--- src/rtl/resv_pkg.sv ---
package resv_pkg;
    localparam int unsigned RESV_AW       = 64;
    localparam int unsigned RESV_DW       = 64;
    localparam int unsigned RESV_RW       = 5;
    localparam int unsigned RESV_GRAN_LSB = 3;

    localparam logic STATUS_OK   = 1'b1;
    localparam logic STATUS_FAIL = 1'b0;
endpackage

--- src/rtl/resv_granule_cmp.sv ---
module resv_granule_cmp #(
    parameter int unsigned TAG_W = 61
) (
    input  logic [TAG_W-1:0] tag_a,
    input  logic [TAG_W-1:0] tag_b,
    input  logic             qual,
    output logic             hit
);
    always_comb begin
        hit = qual && (tag_a == tag_b);
    end
endmodule

--- src/rtl/resv_commit_unit.sv ---
module resv_commit_unit (
    input  logic sc_req,
    input  logic resv_vld,
    input  logic sc_hit,
    input  logic snoop_kill,
    input  logic irq_evt,
    input  logic exc_evt,
    output logic commit,
    output logic drop_resv
);
    always_comb begin
        // snoop, interrupt and exception override a matching store
        commit    = sc_req && resv_vld && sc_hit && !snoop_kill && !irq_evt && !exc_evt;
        drop_resv = sc_req || snoop_kill || irq_evt || exc_evt;
    end
endmodule

--- src/rtl/resv_monitor.sv ---
module resv_monitor #(
    parameter int unsigned AW       = resv_pkg::RESV_AW,
    parameter int unsigned DW       = resv_pkg::RESV_DW,
    parameter int unsigned RW       = resv_pkg::RESV_RW,
    parameter int unsigned GRAN_LSB = resv_pkg::RESV_GRAN_LSB
) (
    input  logic                 clk,
    input  logic                 rst_n,
    input  logic                 ll_req,
    input  logic [AW-GRAN_LSB-1:0] ll_qw,
    input  logic                 sc_req,
    input  logic [AW-1:0]        sc_addr,
    input  logic [DW-1:0]        sc_wdata,
    input  logic [RW-1:0]        sc_rdst,
    input  logic                 irq_evt,
    input  logic                 exc_evt,
    input  logic                 snoop_vld,
    input  logic [AW-GRAN_LSB-1:0] snoop_qw,
    output logic                 mem_we,
    output logic [AW-1:0]        mem_addr,
    output logic [DW-1:0]        mem_wdata,
    output logic                 wb_en,
    output logic [RW-1:0]        wb_reg,
    output logic [DW-1:0]        wb_value
);
    localparam int unsigned TAG_W = AW - GRAN_LSB;

    typedef struct packed {
        logic             resv_vld;
        logic [TAG_W-1:0] resv_tag;
        logic             we;
        logic [AW-1:0]    addr;
        logic [DW-1:0]    wdata;
        logic             wb;
        logic [RW-1:0]    rdst;
        logic             ok;
    } mon_state_t;

    mon_state_t st_d, st_q;

    logic [TAG_W-1:0] sc_tag;
    logic sc_hit, snoop_hit_resv, snoop_hit_ll;
    logic commit, drop_resv;

    assign sc_tag = sc_addr[AW-1:GRAN_LSB];

    resv_granule_cmp #(.TAG_W(TAG_W)) u_sc_cmp (
        .tag_a(sc_tag), .tag_b(st_q.resv_tag), .qual(sc_req), .hit(sc_hit)
    );

    resv_granule_cmp #(.TAG_W(TAG_W)) u_snp_resv_cmp (
        .tag_a(snoop_qw), .tag_b(st_q.resv_tag), .qual(snoop_vld && st_q.resv_vld),
        .hit(snoop_hit_resv)
    );

    resv_granule_cmp #(.TAG_W(TAG_W)) u_snp_ll_cmp (
        .tag_a(snoop_qw), .tag_b(ll_qw), .qual(snoop_vld && ll_req), .hit(snoop_hit_ll)
    );

    resv_commit_unit u_commit (
        .sc_req    (sc_req),
        .resv_vld  (st_q.resv_vld),
        .sc_hit    (sc_hit),
        .snoop_kill(snoop_hit_resv),
        .irq_evt   (irq_evt),
        .exc_evt   (exc_evt),
        .commit    (commit),
        .drop_resv (drop_resv)
    );

    always_comb begin
        st_d = st_q;
        // store result: judged against the reservation held before this edge
        st_d.we    = commit;
        st_d.ok    = sc_req ? (commit ? resv_pkg::STATUS_OK : resv_pkg::STATUS_FAIL) : 1'b0;
        st_d.wb    = sc_req;
        st_d.addr  = sc_req ? sc_addr  : '0;
        st_d.wdata = sc_req ? sc_wdata : '0;
        st_d.rdst  = sc_req ? sc_rdst  : '0;
        // reservation update: a locked load overrides the old one
        if (ll_req) begin
            st_d.resv_tag = ll_qw;
            st_d.resv_vld = !(irq_evt || exc_evt || snoop_hit_ll);
        end else if (drop_resv) begin
            st_d.resv_vld = 1'b0;
        end
    end

    always_ff @(posedge clk) begin
        if (!rst_n) begin
            st_q <= '0;
        end else begin
            st_q <= st_d;
        end
    end

    assign mem_we    = st_q.we;
    assign mem_addr  = st_q.addr;
    assign mem_wdata = st_q.wdata;
    assign wb_en     = st_q.wb;
    assign wb_reg    = st_q.rdst;
    assign wb_value  = {{(DW-1){1'b0}}, st_q.ok};

    AST_SC_ANSWERS: assert property (@(posedge clk) disable iff (!rst_n)
        sc_req |=> wb_en);
    AST_TAG_MISMATCH_FAILS: assert property (@(posedge clk) disable iff (!rst_n)
        (sc_req && sc_addr[AW-1:GRAN_LSB] != st_q.resv_tag) |=> !mem_we);
    AST_NO_RESV_FAILS: assert property (@(posedge clk) disable iff (!rst_n)
        (sc_req && !st_q.resv_vld) |=> !mem_we);
    AST_IRQ_CLEARS: assert property (@(posedge clk) disable iff (!rst_n)
        irq_evt |=> (!st_q.resv_vld && !mem_we));
    AST_EXC_CLEARS: assert property (@(posedge clk) disable iff (!rst_n)
        exc_evt |=> (!st_q.resv_vld && !mem_we));
    AST_SNOOP_CLEARS: assert property (@(posedge clk) disable iff (!rst_n)
        (snoop_vld && st_q.resv_vld && snoop_qw == st_q.resv_tag && !ll_req) |=> !st_q.resv_vld);
    AST_SC_DROPS_RESV: assert property (@(posedge clk) disable iff (!rst_n)
        (sc_req && !ll_req) |=> !st_q.resv_vld);
    AST_LL_ARMS: assert property (@(posedge clk) disable iff (!rst_n)
        (ll_req && !irq_evt && !exc_evt && !(snoop_vld && snoop_qw == ll_qw))
        |=> (st_q.resv_vld && st_q.resv_tag == $past(ll_qw)));
    AST_SNOOP_BEATS_SC: assert property (@(posedge clk) disable iff (!rst_n)
        (sc_req && snoop_vld && snoop_qw == sc_addr[AW-1:GRAN_LSB]) |=> !mem_we);
    AST_WE_WITH_STATUS: assert property (@(posedge clk) disable iff (!rst_n)
        mem_we |-> (wb_en && wb_value == DW'(1)));
endmodule

--- config.mk ---
export PLATFORM = sky130hd
export DESIGN_NAME = resv_monitor
export DESIGN_NICKNAME = d
export VERILOG_FILES = /design/src/rtl/resv_pkg.sv /design/src/rtl/resv_granule_cmp.sv /design/src/rtl/resv_commit_unit.sv /design/src/rtl/resv_monitor.sv
export SDC_FILE = /design/constraint.sdc
export NUM_CORES = 1
export LEC_CHECK = 0
export CORE_AREA = 2 2 179 181
export CTS_CLUSTER_SIZE = 12
export DETAILED_ROUTE_END_ITERATION = 7
export DIE_AREA = 0 0 181 183
export GPL_ROUTABILITY_DRIVEN = 0
export PLACE_DENSITY = 0.66
export RECOVER_POWER = 50
export SLEW_MARGIN = 20
export SYNTH_ARGS = -nofsm -noshare
export SYNTH_HDL_FRONTEND = slang
export SYNTH_SLANG_ARGS = --single-unit
--- constraint.sdc ---
create_clock -name clk -period 1.55 [get_ports clk]
set_clock_uncertainty 0.05 [all_clocks]
set_input_delay 0.155 -clock clk [delete_from_list [all_inputs] [get_ports clk]]
set_output_delay 0.155 -clock clk [all_outputs]
set_load 0.01 [all_outputs]
==> metrics.cfg <==
[status]
status = finished with violations
violations = negative setup slack

[die]
row_count = 65
start_util_pct = 30.65
core-area_sq_mm = 0.03123
die_area_sq_mm = 0.03312
num_io_pins = 461
fp.dieH_um = 183
die-width_um = 181

[pwr]
power.switching_fraction_pct = 27.00
power_density_mw_per_mm2 = 867.6
power_uw = 12580
seq_power_share_pct = 43.4
p_leak_uw = 0.006262
peakVddDrop_uv = 746.0
p_sw_uw = 3396
combPwrFrac_pct = 21.7
internal-power_uw = 9180
pwr-share-clk_pct = 34.9

[setup_path]
critPathTopFamily = simple AND/OR/NAND/NOR gates
cp-start-kind = flop
cp_slowest_cell = dfxtp_2
critical_path_depth = 8
cp_slowest_stage_delay_ps = 340
crit_chain = xnor2_1, buf_4, nand4_1, nor4_2, buf_4, nand2_2, nor4_4, o22ai_1
endpoint_kind = flop
crit_type = reg2reg
required_ps = 1830
worstPathMaxFanout = 3
arrival_ps = 2120
cp_num_buf_inv = 2
path_common_cell = buf_4
regToRegSetupSlack_ps = -290
r2r_cells = 8

[hold_path]
min_path_cells = 3
hold_path.class = in2reg

[sta]
finalCriticalPeriod_ps = 1837
maxClockFrequency_ghz = 0.5444
period_share_pct = 118.5
grt_setup_unrepaired = yes
hold_viol_final = 0
slew_headroom_pct = 51.37
worstMarginPinSlew_ps = 729.4
setup_viol = 3
worst_slack_ps = -286.8
report.final.slew_viol_count = 0

[clock_network]
cts_buffers = 17
clock_latency_ps = 460
clock_sinks = 198
clk_path_buf_depth = 2
path_clk_slew_ps = 70
cts-root-buf = clkbuf_16
htree_levels = 4
cts_tree = yes

[finish]
fin_area_sq_mm = 0.01450
area_growth_pct = 51.44
drive_gt1_share_pct = 16.62
regArea_sq_mm = 0.003993
multiInputGateArea_sq_mm = 0.004338
fin_nets = 1615
nFillCells = 2994

[synthesis]
ys_seq_elements = 198
synth_top_area_share_pct = 41.41
ys_types = 31
ys_warn_count = 0
netlist_area_sq_mm = 0.009572
synth_top_cell_by_area = dfxtp_1
ys_seq_area_share_pct = 41.41
yosys-top-cells-area = dfxtp_1 41%, buf_4 15%, xnor2_1 12%
synth_cells = 973
synth_area_per_cell_sq_um = 9.837

[grt]
antenna_found_initial = 5
gr-usage-all-layers_pct = 20.87
grt_max_degree = 197
grt_pass1_wl_um = 50130
grt_pass1_vias = 7895
overflow = 0

[flow_run]
drv_cap = 0

[drt]
drtPass1Iterations = 5
drtIter0Drc = 336
vias = 7793
drc = 0
post_drt_wl_per_cell_um = 20.14
antenna_left = 0
viasPerCell = 4.403
drt-total-wl_um = 35640

[placement]
place_area_sq_mm = 0.01372
hpwl_um = 28890
io_buffer_count = 397

-- path summary, 6_finish.rpt --
| check | startpoint | to |
|---|---|---|
| setup / recovery | st_q[150]$_SDFFE_PN0P_ | st_q[197]$_SDFFE_PN0P_ |
| setup reg to reg | st_q[150]$_SDFFE_PN0P_ | st_q[197]$_SDFFE_PN0P_ |
| hold / removal | ll_req | st_q[197]$_SDFFE_PN0P_ |
| hold reg to reg | st_q[197]$_SDFFE_PN0P_ | st_q[197]$_SDFFE_PN0P_ |
-- per-layer routing --
layer	vias to the layer above	share of wire, %	routed length, um	GRT usage (%)
li1	3779	-	-	-
met1	3624	40	14270	23.95
met2	339	50	17700	36.46
met3	49	7.1	2523	5.898
met4	2	3.2	1126	8.878
met5	-	0.051	18	0
-- final cells by class --
cell class / instances / share of cell area, %
antenna: 2 / 0.03453
multi-input combinational: 572 / 29.93
timing repair buffer: 539 / 34.49
sequential: 198 / 27.54
inverter: 25 / 0.6474
clock inverter: 13 / 0.8287
clock buffer: 19 / 3.056
tap: 402 / 3.470
-- power groups by stage --
stage | Sequential [uW] | Clock (uW) | Combinational (uW)
6_report | 5460 | 4390 | 2730
4_1_cts | 5450 | 4510 | 2730
5_1_grt | 5480 | 4720 | 2900
2_1_floorplan | 5550 | 0 | 1250
3_3_place_gp | 5560 | 0 | 2680
3_5_place_dp | 5570 | 0 | 2690
-- what timing repair did --
action / 4_1_cts / 5_1_grt
cloned: 0 / 0
setup buffers: 1 / 1
setup endpoints to repair: 21 / 33
pin swaps: 18 / 16
hold buffers: 2 / 0
resized for setup: 45 / 58
endpoints found under the hold margin: 1 / 0
-- synth_stat cells, drive strengths merged --
| master | number |
|---|---|
| buf | 203 |
| dfxtp | 198 |
| and3 | 133 |
| xnor2 | 132 |
| mux2i | 61 |
| nor2b | 61 |
| clkbuf | 37 |
| nand4 | 37 |
| inv | 25 |
| xor2 | 23 |
| nor4 | 19 |
| o22ai | 8 |
| o2bb2ai | 8 |
| a221oi | 4 |
| nand2 | 4 |
| a22o | 3 |
| nor2 | 3 |
| a22oi | 2 |
| nand3 | 2 |
| nor3 | 2 |
| o2111ai | 2 |
| a222oi | 1 |
| and2 | 1 |
| conb | 1 |
| o21ai | 1 |
| o221ai | 1 |
| or3 | 1 |
-- worst reg2reg max path, cell delays in order (launching register included) --
cell and delay, ps:
dfxtp_2 340, xnor2_1 130, buf_4 120, nand4_1 230, nor4_2 260, buf_4 160
nand2_2 60, nor4_4 240, o22ai_1 140
-- cell usage in the layout (no fill, tap or decap), types with 13 or more instances in the layout --
master           instances
xnor2_2                 18
clkdlybuf4s50_1        346
dfxtp_2                 14
clkbuf_16               17
dfxtp_1                181
conb_1                  63
clkbuf_1                13
mux2i_1                 61
xnor2_1                111
and3_1                 133
clkdlybuf4s25_1         19
dlygate4sd2_1           18
nor2b_1                 61
buf_4                  136
xor2_1                  23
inv_1                   22
nand4_1                 37
-- cell families (layout without fill, tap and decap cells) --
| kind of cell | after synthesis | after routing | share of synthesized area [%] |
|---|---|---|---|
| compound gates | 30 | 30 | 2.484 |
| xor+xnor | 155 | 155 | 14.18 |
| buf+inv | 265 | 596 | 18.20 |
| other cells | 1 | 65 | 0.03918 |
| flops | 198 | 198 | 41.41 |
| simple gates | 263 | 263 | 17.31 |
| mux | 61 | 61 | 6.379 |
-- through the flow --
step	utilization [%]	TNS (ps)	cells	hold WS, ps	setup WS (ps)
2_1_floorplan	-	0	1035	248.9	26.45
3_3_place_gp	43.93	-2814	1733	417.4	-959.7
3_5_place_dp	43.93	-2880	1733	431.4	-974.0
4_1_cts	46.12	-602.2	1767	0.9154	-203.1
5_1_grt	46.41	-832.3	1770	10.42	-312.3
6_report	46.41	-734.4	1770	29.84	-286.8
No activity file was read; power rests on OpenSTA's default activity.
